### src/rtl/ptp_rtc_pkg.sv
package ptp_rtc_pkg;

  // one-cycle command strobes from the register file to the time datapath
  typedef struct packed {
    logic swReset;
    logic load;
    logic latch;
    logic step;
    logic stepAdd;
  } rtcCmd_t;

  // register word indexes
  localparam int ADDR_CTRL  = 0;
  localparam int ADDR_PHASE = 1;
  localparam int ADDR_NS    = 2;
  localparam int ADDR_SEC   = 3;
  localparam int ADDR_RATE  = 4;

  // control bit positions
  localparam int BIT_RESET   = 0;
  localparam int BIT_ENABLE  = 1;
  localparam int BIT_RATE_EN = 2;
  localparam int BIT_LOAD    = 3;
  localparam int BIT_LATCH   = 4;
  localparam int BIT_DIR     = 5;
  localparam int BIT_STEP    = 6;

endpackage

### src/rtl/ptp_rtc_regs.sv
module ptp_rtc_regs
  import ptp_rtc_pkg::*;
#(
  parameter int DATA_W = 32,
  parameter int ADDR_W = 3,
  parameter int SEC_W  = 32,
  parameter int NS_W   = 30,
  parameter int PH_W   = 3,
  parameter int RATE_W = 30
) (
  input  logic              clk,
  input  logic              rstN,
  input  logic              busWe,
  input  logic [ADDR_W-1:0] busAddr,
  input  logic [DATA_W-1:0] busWdata,
  output logic [DATA_W-1:0] busRdata,
  input  logic [SEC_W-1:0]  liveSec,
  input  logic [NS_W-1:0]   liveNs,
  input  logic [PH_W-1:0]   livePhase,
  output rtcCmd_t           cmd,
  output logic              enable,
  output logic              rateEn,
  output logic              rateDir,
  output logic [RATE_W-1:0] rateMag,
  output logic [SEC_W-1:0]  shSec,
  output logic [NS_W-1:0]   shNs,
  output logic [PH_W-1:0]   shPhase
);

  logic stepDir;
  logic wrCtrl, wrPhase, wrNs, wrSec, wrRate;

  always_comb begin
    wrCtrl  = busWe && (busAddr == ADDR_W'(ADDR_CTRL));
    wrPhase = busWe && (busAddr == ADDR_W'(ADDR_PHASE));
    wrNs    = busWe && (busAddr == ADDR_W'(ADDR_NS));
    wrSec   = busWe && (busAddr == ADDR_W'(ADDR_SEC));
    wrRate  = busWe && (busAddr == ADDR_W'(ADDR_RATE));
  end

  always_ff @(posedge clk or negedge rstN) begin
    if (!rstN) begin
      cmd     <= '0;
      enable  <= 1'b0;
      rateEn  <= 1'b0;
      stepDir <= 1'b0;
      rateDir <= 1'b0;
      rateMag <= '0;
      shSec   <= '0;
      shNs    <= '0;
      shPhase <= '0;
    end else begin
      cmd <= '0;  // command strobes live for one cycle only
      if (wrCtrl) begin
        enable      <= busWdata[BIT_ENABLE];
        rateEn      <= busWdata[BIT_RATE_EN];
        stepDir     <= busWdata[BIT_DIR];
        cmd.swReset <= busWdata[BIT_RESET];
        cmd.load    <= busWdata[BIT_LOAD];
        cmd.latch   <= busWdata[BIT_LATCH];
        cmd.step    <= busWdata[BIT_STEP];
        cmd.stepAdd <= busWdata[BIT_DIR];
      end
      if (wrRate) begin
        rateMag <= busWdata[RATE_W-1:0];
        rateDir <= busWdata[DATA_W-1];
      end
      // a snapshot takes precedence over a bus write in the same cycle
      if (cmd.latch) begin
        shSec   <= liveSec;
        shNs    <= liveNs;
        shPhase <= livePhase;
      end else begin
        if (wrPhase) shPhase <= busWdata[PH_W-1:0];
        if (wrNs)    shNs    <= busWdata[NS_W-1:0];
        if (wrSec)   shSec   <= busWdata[SEC_W-1:0];
      end
    end
  end

  always_comb begin
    busRdata = '0;
    case (busAddr)
      ADDR_W'(ADDR_CTRL): begin
        busRdata[BIT_RESET]   = cmd.swReset;
        busRdata[BIT_ENABLE]  = enable;
        busRdata[BIT_RATE_EN] = rateEn;
        busRdata[BIT_LOAD]    = cmd.load;
        busRdata[BIT_LATCH]   = cmd.latch;
        busRdata[BIT_DIR]     = stepDir;
        busRdata[BIT_STEP]    = cmd.step;
      end
      ADDR_W'(ADDR_PHASE): busRdata = DATA_W'(shPhase);
      ADDR_W'(ADDR_NS):    busRdata = DATA_W'(shNs);
      ADDR_W'(ADDR_SEC):   busRdata = DATA_W'(shSec);
      ADDR_W'(ADDR_RATE): begin
        busRdata[RATE_W-1:0] = rateMag;
        busRdata[DATA_W-1]   = rateDir;
      end
      default: busRdata = '0;
    endcase
  end

endmodule

### src/rtl/ptp_rtc_datapath.sv
module ptp_rtc_datapath
  import ptp_rtc_pkg::*;
#(
  parameter int SEC_W      = 32,
  parameter int NS_W       = 30,
  parameter int PH_W       = 3,
  parameter int FRAC_W     = 32,
  parameter int RATE_W     = 30,
  parameter int STEP_NS    = 40,
  parameter int PHASE_MAX  = 4,
  parameter int NS_PER_SEC = 1000000000
) (
  input  logic              clk,
  input  logic              rstN,
  input  logic              tickEn,
  input  rtcCmd_t           cmd,
  input  logic              enable,
  input  logic              rateEn,
  input  logic              rateDir,
  input  logic [RATE_W-1:0] rateMag,
  input  logic [SEC_W-1:0]  shSec,
  input  logic [NS_W-1:0]   shNs,
  input  logic [PH_W-1:0]   shPhase,
  output logic [SEC_W-1:0]  liveSec,
  output logic [NS_W-1:0]   liveNs,
  output logic [PH_W-1:0]   livePhase
);

  localparam int SUM_W = NS_W + 3;
  localparam int FW1   = FRAC_W + 1;
  localparam logic signed [SUM_W-1:0] ONE_SEC = SUM_W'(NS_PER_SEC);
  localparam logic signed [SUM_W-1:0] TWO_SEC = ONE_SEC + ONE_SEC;

  logic [FRAC_W-1:0] acc, accNext;
  logic [FRAC_W:0]   fracUp, fracDn;
  logic              advance;
  logic signed [SUM_W-1:0] incr, stepNs, stepTerm, nsSum, wrapAdj;
  logic [SEC_W-1:0]  secStep, secCarry, secNext;
  logic [NS_W-1:0]   nsNext;
  logic [PH_W-1:0]   phaseNext;

  // per-tick increment with fractional rate trim
  always_comb begin
    advance = tickEn && enable;
    fracUp  = {1'b0, acc} + FW1'(rateMag);
    fracDn  = {1'b0, acc} - FW1'(rateMag);
    accNext = acc;
    incr    = '0;
    if (advance) begin
      incr = SUM_W'(STEP_NS);
      if (rateEn) begin
        if (rateDir) begin
          accNext = fracUp[FRAC_W-1:0];
          if (fracUp[FRAC_W]) incr = SUM_W'(STEP_NS + 1);
        end else begin
          accNext = fracDn[FRAC_W-1:0];
          if (fracDn[FRAC_W]) incr = SUM_W'(STEP_NS - 1);
        end
      end
    end
  end

  // tick and step combined, then one normalisation into [0, 1e9)
  always_comb begin
    stepNs   = $signed({3'b000, shNs});
    stepTerm = '0;
    secStep  = '0;
    if (cmd.step) begin
      stepTerm = cmd.stepAdd ? stepNs : -stepNs;
      secStep  = cmd.stepAdd ? shSec : -shSec;
    end
    nsSum = $signed({3'b000, liveNs}) + incr + stepTerm;
    if (nsSum < 0) begin
      wrapAdj  = ONE_SEC;
      secCarry = '1;
    end else if (nsSum >= TWO_SEC) begin
      wrapAdj  = -TWO_SEC;
      secCarry = SEC_W'(2);
    end else if (nsSum >= ONE_SEC) begin
      wrapAdj  = -ONE_SEC;
      secCarry = SEC_W'(1);
    end else begin
      wrapAdj  = '0;
      secCarry = '0;
    end
    nsNext  = NS_W'(nsSum + wrapAdj);
    secNext = liveSec + secStep + secCarry;
  end

  // sub-tick phase counter
  always_comb begin
    phaseNext = livePhase;
    if (enable) begin
      if (tickEn)                                phaseNext = '0;
      else if (livePhase < PH_W'(PHASE_MAX))     phaseNext = livePhase + 1'b1;
    end
  end

  always_ff @(posedge clk or negedge rstN) begin
    if (!rstN) begin
      liveSec   <= '0;
      liveNs    <= '0;
      livePhase <= '0;
      acc       <= '0;
    end else if (cmd.swReset) begin
      liveSec   <= '0;
      liveNs    <= '0;
      livePhase <= '0;
      acc       <= '0;
    end else if (cmd.load) begin
      liveSec   <= shSec;
      liveNs    <= shNs;
      livePhase <= shPhase;
    end else begin
      liveSec   <= secNext;
      liveNs    <= nsNext;
      livePhase <= phaseNext;
      acc       <= accNext;
    end
  end

endmodule

### src/rtl/ptp_rtc_core.sv
module ptp_rtc_core
  import ptp_rtc_pkg::*;
#(
  parameter int DATA_W     = 32,
  parameter int ADDR_W     = 3,
  parameter int SEC_W      = 32,
  parameter int NS_W       = 30,
  parameter int PH_W       = 3,
  parameter int FRAC_W     = 32,
  parameter int RATE_W     = 30,
  parameter int STEP_NS    = 40,
  parameter int PHASE_MAX  = 4,
  parameter int NS_PER_SEC = 1000000000
) (
  input  logic              clk,
  input  logic              rstN,
  input  logic              tickEn,
  input  logic              busWe,
  input  logic [ADDR_W-1:0] busAddr,
  input  logic [DATA_W-1:0] busWdata,
  output logic [DATA_W-1:0] busRdata,
  output logic [SEC_W-1:0]  liveSec,
  output logic [NS_W-1:0]   liveNs
);

  rtcCmd_t           cmd;
  logic              enable, rateEn, rateDir;
  logic [RATE_W-1:0] rateMag;
  logic [SEC_W-1:0]  shSec;
  logic [NS_W-1:0]   shNs;
  logic [PH_W-1:0]   shPhase, livePhase;

  ptp_rtc_regs #(
    .DATA_W(DATA_W), .ADDR_W(ADDR_W), .SEC_W(SEC_W),
    .NS_W(NS_W), .PH_W(PH_W), .RATE_W(RATE_W)
  ) uRegs (
    .clk(clk), .rstN(rstN), .busWe(busWe), .busAddr(busAddr),
    .busWdata(busWdata), .busRdata(busRdata),
    .liveSec(liveSec), .liveNs(liveNs), .livePhase(livePhase),
    .cmd(cmd), .enable(enable), .rateEn(rateEn), .rateDir(rateDir),
    .rateMag(rateMag), .shSec(shSec), .shNs(shNs), .shPhase(shPhase)
  );

  ptp_rtc_datapath #(
    .SEC_W(SEC_W), .NS_W(NS_W), .PH_W(PH_W), .FRAC_W(FRAC_W),
    .RATE_W(RATE_W), .STEP_NS(STEP_NS), .PHASE_MAX(PHASE_MAX),
    .NS_PER_SEC(NS_PER_SEC)
  ) uPath (
    .clk(clk), .rstN(rstN), .tickEn(tickEn), .cmd(cmd),
    .enable(enable), .rateEn(rateEn), .rateDir(rateDir), .rateMag(rateMag),
    .shSec(shSec), .shNs(shNs), .shPhase(shPhase),
    .liveSec(liveSec), .liveNs(liveNs), .livePhase(livePhase)
  );

endmodule

### config.mk
export PLATFORM = sky130hd
export DESIGN_NAME = ptp_rtc_core
export DESIGN_NICKNAME = d
export VERILOG_FILES = /design/src/rtl/ptp_rtc_pkg.sv /design/src/rtl/ptp_rtc_regs.sv /design/src/rtl/ptp_rtc_datapath.sv /design/src/rtl/ptp_rtc_core.sv
export SDC_FILE = /design/constraint.sdc
export NUM_CORES = 1
export LEC_CHECK = 0
export BUFFER_PORTS_ARGS = -buffer_cell sky130_fd_sc_hd__buf_2
export CORE_UTILIZATION = 30
export CTS_CLUSTER_DIAMETER = 50
export CTS_CLUSTER_SIZE = 25
export DETAILED_ROUTE_END_ITERATION = 10
export SLEW_MARGIN = 5
export SYNTH_ARGS = -nofsm -noshare
export SYNTH_HDL_FRONTEND = slang
export SYNTH_SLANG_ARGS = --single-unit
export TNS_END_PERCENT = 100
### constraint.sdc
create_clock -name clk -period 28.9 [get_ports clk]
set_input_delay 7.225 -clock clk [delete_from_list [all_inputs] [get_ports clk]]
set_output_delay 7.225 -clock clk [all_outputs]
set_load 0.02 [all_outputs]
==> results of run 1 <==
layout make-up:
cell class              count  area [um2]
flip-flops and latches    201        5040
clock buffers              27         654
well taps                 846        1060
clock inverters            20         249
repair buffers            148         791
diodes                      1        2.50
multi-input cells        1893       13100
inverters                 193         724
fillers                  6659       41600
stage by stage:
| step | cells | hold slack (ps) | total power [mW] | cell area, um2 |
|---|---|---|---|---|
| floorplan | 2405 | 475 | 1.29 | 19200 |
| global placement | 3281 | 500 | 1.64 | 20700 |
| detailed placement | 3281 | 507 | 1.64 | 20700 |
| CTS | 3328 | 523 | 1.99 | 21600 |
| global route | 3328 | 545 | 2.14 | 21600 |
| finish | 3329 | 521 | 1.99 | 21600 |
power by group:
part	internal, mW	switching, mW
combinational	0.424	0.645
clock	0.178	0.160
sequential	0.386	0.196
total	0.988	1.00
per-layer routing:
metal	up-vias	wire length (um)
met4	0	1180
met1	8691	32200
li1	8526	-
met5	-	0
met2	592	29800
met3	69	5160
path summary, 6_finish.rpt:
check	startpoint	to	cells past startpoint
setup / recovery	busAddr[0]	busRdata[27]	7
hold / removal	uPath.livePhase[1]$_DFFE_PN0P_	uPath.livePhase[1]$_DFFE_PN0P_	2
setup reg to reg	uRegs.rateMag[1]$_DFFE_PN0P_	uPath.liveSec[31]$_DFF_PN0_	43
hold reg to reg	uPath.livePhase[1]$_DFFE_PN0P_	uPath.livePhase[1]$_DFFE_PN0P_	2
max in group asynchronous	rstN	uRegs.rateDir$_DFFE_PN0P_	2
min in group asynchronous	rstN	uRegs.cmd[0]$_DFF_PN0_	1
logic make-up (layout without fill, tap and decap cells):
group,after synthesis,in the layout,synth area share
muxes,119,119,0.0625
DFF,201,201,0.262
adders and majority gates,209,209,0.152
and+or+nand+nor,754,754,0.183
xor gates and xnor gates,143,143,0.0651
buffers and inverters,311,388,0.0607
other,0,1,0
AOI/OAI and AO/OA,668,668,0.215
critical path, cell delays in order:
cell and delay (ps):
buf_2 90, buf_4 320, nor2_2 290, buf_4 390, nand2_1 90, o21ai_0 130
buf_2 220
placed cells by master (no fill, tap or decap), types with 41 or more instances in the layout:
cell type  count
nand2_1      240
nor2_1       234
a21oi_1      199
dfrtp_1      195
inv_1        192
o21ai_0      188
ha_1         168
buf_2        131
mux2i_1      113
xor2_1        78
xnor2_1       65
a21o_1        52
nor3_1        50
fa_1          41
flip-flops by register name, indices dropped and copies added (netlist names), 3 cells and up:
signal and flops:
uPath.livePhase 3, uRegs.rateMag 30, uRegs.shNs 30, uPath.acc 32, uRegs.shPhase 3, uRegs.cmd 5, uRegs.shSec 32, uPath.liveSec 32
uPath.liveNs 30
==> results.md, run 1 <==
* Initial Util at 0.304
* PortBufs at 132
* Finish-stage setup viols at 0
* Vert. Die Dim at 255 um
* Actual slew at the worst max-slew pin at 1210 ps
* Hold/Removal Path Class: reg -> reg
* Met3 GRT Util at 0.0390
* ANT nets after route at 0
* Die area at 0.0651 mm2
* Hold Vio Cnt, Final at 0
* Core Footprint at around 0.063 mm2
* Largest net degree at the start of global routing at 74
* Worst Path Max Fanout at between 40 and 50
* Max-Cap Viols at 0
* GP Congestion at a little under 1
* Vias in the first global route at 16600
* Met2 Use GR at 0.318
* DP Worst Slack at 12920 ps
* Top cells by area, synth: dfrtp_1 (26%), ha_1 (11%), mux2i_1 (5.9%)
* FP Rows at 92
* PD cells at 92.2 mW/mm2
* Met1 Use GR at 0.303
* Most area-hungry cell type in the Yosys netlist: dfrtp_1
* First-pass GRT wire length at 103000 um
* Kind of critical path: in -> out
* Post-CTS setup buffers at 0
* Root buf cell: clkbuf_16
* CP Capture Type: output port
* Synthesis Warnings at 0
* Worst Skew at 33.2 ps
* Post-synth EDFFs at 0
* I/O pins at about 130
* Leak at 10.1 nW
* Register area share after synthesis at 0.262
* GRT Max-Usage Layer: met2
* Vias at 17900
* Worst-path clk slew at 70 ps
* Area Growth Syn to Fin at 12.3%
* Vias per cell at 5.37
* Syn Inst Count at ~2400
* Slack of the critical path at about 13000 ps
* Cts bufs inserted at 26
* Asr flop ratio synth at 1.00
* Remaining DRCs at 0
* Post-Syn Area at 0.0192 mm2
* Htree depth at 1
* Initial antenna violation count at 3
* Ys flop type: dfrtp_1
* Initial drt markers at around 1500
* Post_cts resized at 0
* Reg2reg setup slack at ~17000 ps
* Crit path launch type: primary input
* Max VDD drop at 55.0 uV
* Synthesized flop and latch total at roughly 200
* Aggregate global routing overflow at 0
* Syn Nets at 2653
* Final period util at 0.555
* Max Root-Sink Buffers at 3
* Status: finished, final reports clean
* DRT Pass-1 Iters at 5
* Final #Nets at 2711
* Post-layout minimum cycle time at 16050 ps
* Per-cell routed wire length at 20.5 um
* Clock Latency Late Sink at 580 ps
* RSZ-0062 raised after global routing: no
* Setup TNS at 0 ps
* DIE WIDTH at 255 um
* WP data arrival at 8820 ps
* GRT Total Usage at 0.208
* Req. time, crit path at between 20000 and 25000 ps
* Leading cell type by number of instances after synthesis: nand2_1
* Share of cells above drive strength 1 at 0.0955
* WL final at 68300 um
* Hold_buf cts at 0
* Fin. max-slew vios at 0
* Syn_area_per_cell at approximately 8.0 um2
* Achievable clock frequency at 62.3 MHz
* CTS Sinks at 201
* Commonest cells in the netlist: nand2_1 (240), nor2_1 (238), dfrtp_1 (201)
* CTS tree: done
* Synth top area share at 0.262
* Core Util, Final at 0.342
* HPWL reported at the end of detailed placement at 53100 um
* Slew headroom at 0.191
* Post-synth cell types at 82
No activity file was read; power rests on OpenSTA's default activity.
==> inputs of run 2 (changes only) <==
==> constraint.sdc (replaced) <==
create_clock -name clk -period 15.8 [get_ports clk]
set_input_delay 3.95 -clock clk [delete_from_list [all_inputs] [get_ports clk]]
set_output_delay 3.95 -clock clk [all_outputs]
set_load 0.02 [all_outputs]
==> run 2 against run 1 <==
  * Routed wire length decreased by 3.6%
  * Worst setup slack got worse by 8900 ps
  * Critical path type is now reg -> reg
  * Critical endpoint is now uPath.liveSec[31]$_DFF_PN0_
  * Combinational power increased by 85%
  * Design area increased by 0.22%
  * Sequential power increased by 74%
==> results.md, run 2 (same netlist as run 1, synthesis figures left out) <==
* Status: finished, final reports clean (unchanged)
* CP top delay family: compound AO/OA/AOI/OAI gates (was buffers and inverters)
* PortBufs at 132 (unchanged)
* Worst Path Buf+Inv at 3 (was 4)
* Hold Vio Cnt, Final at 0 (unchanged)
* Placed cell area at 0.0207 mm2 (about the same)
* Achievable clock frequency at 84.6 MHz
* Largest net degree at the start of global routing at 81 (was 74)
* Max VDD drop at 125 uV (was 55.0 uV)
* Die area at 0.0651 mm2 (unchanged)
* FP Rows at 92 (unchanged)
* Max-Cap Viols at 0 (unchanged)
* Initial antenna violation count at 3 (unchanged)
* RSZ-0062 raised after global routing: no (unchanged)
* Share of cells above drive strength 1 at 0.0962 (was 0.0955)
* CTS tree: done (unchanged)
* # fillers at 6680 (was 6659)
* Setup TNS at 0 ps (unchanged)
* Clock Latency Late Sink at 560 ps (was 580 ps)
* Initial Util at 0.304 (unchanged)
* Commonest non-fill, non-tap cell in the layout: nand2_1 (unchanged)
* GP Congestion at 0.926 (was 0.970)
* Final #Nets at 2713 (was 2711)
* Kind of critical path: reg -> reg (was in -> out)
* Initial drt markers at 1522 (was 1465)
* Worst-path clk slew at 60 ps (was 70 ps)
* Vert. Die Dim at 255 um (unchanged)
* CP Capture Type: flip-flop (was output port)
* Vias in the first global route at 16700 (was 16600)
* PD cells at 168 mW/mm2 (was 92.2 mW/mm2)
* Layout Cells excl Fill at 3331 (was 3329)
* Req. time, crit path at 16230 ps (was 21670 ps)
* Worst Skew at 19.9 ps (was 33.2 ps)
* Multi-input logic area at 0.0131 mm2 (about the same)
* Fin area at 0.0216 mm2 (about the same)
* I/O pins at 133 (unchanged)
* Worst Path Max Fanout at 9 (was 41)
* Crit path launch type: flip-flop (was primary input)
* Post-layout minimum cycle time at 11810 ps
* Finish-stage setup viols at 0 (unchanged)
* Register area at 0.00504 mm2 (unchanged)
* ANT nets after route at 0 (unchanged)
* First-pass GRT wire length at 100000 um (was 103000 um)
* Placed cell count at 3282 (was 3281)
* DIE WIDTH at 255 um (unchanged)
* Max Root-Sink Buffers at 3 (unchanged)
* Actual slew at the worst max-slew pin at 1290 ps (was 1210 ps)
* Cts bufs inserted at 27 (was 26)
* Aggregate global routing overflow at 0 (unchanged)
* Post-CTS setup buffers at 0 (unchanged)
* CTS Sinks at 201 (unchanged)
* Top Registers: uPath.acc x32, uPath.liveSec x32, uRegs.shSec x32 (unchanged)
* GRT Total Usage at 0.200 (was 0.208)
* HPWL reported at the end of detailed placement at 50300 um (was 53100 um)
* Htree depth at 1 (unchanged)
* Fin. max-slew vios at 0 (unchanged)
* Critical path's most frequent cell: fa_1
* Root buf cell: clkbuf_16 (unchanged)
* Hold_buf cts at 0 (unchanged)
* WP data arrival at 12240 ps (was 8820 ps)
* Most frequent cells in the layout: nand2_1 (240), nor2_1 (234), a21oi_1 (199) (unchanged)
* DRT Pass-1 Iters at 5 (unchanged)
* Area Growth Syn to Fin at 12.5% (was 12.3%)
* Worst path slowest cell: fa_1 (was buf_4)
* Leak at 10.2 nW (was 10.1 nW)
* Remaining DRCs at 0 (unchanged)
* Slew headroom at 0.137 (was 0.191)
* WL final at 65800 um (was 68300 um)
* Vias per cell at 5.34 (was 5.37)
* Ant. Diodes at 0 (was 1)
* Core Footprint at 0.0632 mm2 (unchanged)
* Final period util at 0.748
* Per-cell routed wire length at 19.7 um (was 20.5 um)
* Vias at 17800 (was 17900)
* Worst path max stage delay at 510 ps (was 390 ps)
* Hold/Removal Path Class: reg -> reg (unchanged)
* Post_cts resized at 0 (unchanged)
## run 2: cell type report
type / count / share of cell area
multi-input combinational: 1893 / 0.604
inverter: 193 / 0.0335
sequential: 201 / 0.233
tap: 846 / 0.0489
timing repair buffer: 149 / 0.0369
clock buffer: 32 / 0.0335
clock inverter: 17 / 0.0100
## run 2: report_power, final
| group | internal [mW] | switching, mW | total (mW) |
|---|---|---|---|
| Combinational | 0.777 | 1.20 | 1.98 |
| Sequential | 0.708 | 0.298 | 1.01 |
| Clock | 0.371 | 0.272 | 0.643 |
| Total | 1.86 | 1.77 | 3.63 |
## run 2: final timing paths
check / start / endpoint / slack (ps) / depth (start not counted)
max: uRegs.rateMag[0]$_DFFE_PN0P_ / uPath.liveSec[31]$_DFF_PN0_ / 3990 / 44
min: uRegs.stepDir$_DFFE_PN0P_ / uRegs.stepDir$_DFFE_PN0P_ / 520 / 1
max reg2reg: uRegs.rateMag[0]$_DFFE_PN0P_ / uPath.liveSec[31]$_DFF_PN0_ / 3990 / 44
min reg2reg: uRegs.stepDir$_DFFE_PN0P_ / uRegs.stepDir$_DFFE_PN0P_ / 520 / 1
max in group asynchronous: rstN / uRegs.rateDir$_DFFE_PN0P_ / 10890 / 2
min in group asynchronous: rstN / uRegs.cmd[2]$_DFF_PN0_ / 3380 / 1
## run 2: per-stage QoR
step	hold WS (ps)	setup slack (ps)	power, mW	utilization
2_1_floorplan	475	5160	2.36	-
3_3_place_gp	493	3760	2.96	0.327
4_1_cts	520	4110	3.63	0.342
6_report	521	3990	3.63	0.342
5_1_grt	544	3240	3.92	0.342
3_5_place_dp	504	3620	2.97	0.327
## run 2: metal layers
| metal | routed length [um] | global-route usage | part of all wire |
|---|---|---|---|
| met4 | 2130 | 0.0580 | 0.032 |
| met5 | 147 | 0.0150 | 0.0022 |
| met2 | 29200 | 0.313 | 0.44 |
| met1 | 29600 | 0.273 | 0.45 |
| met3 | 4720 | 0.0451 | 0.072 |
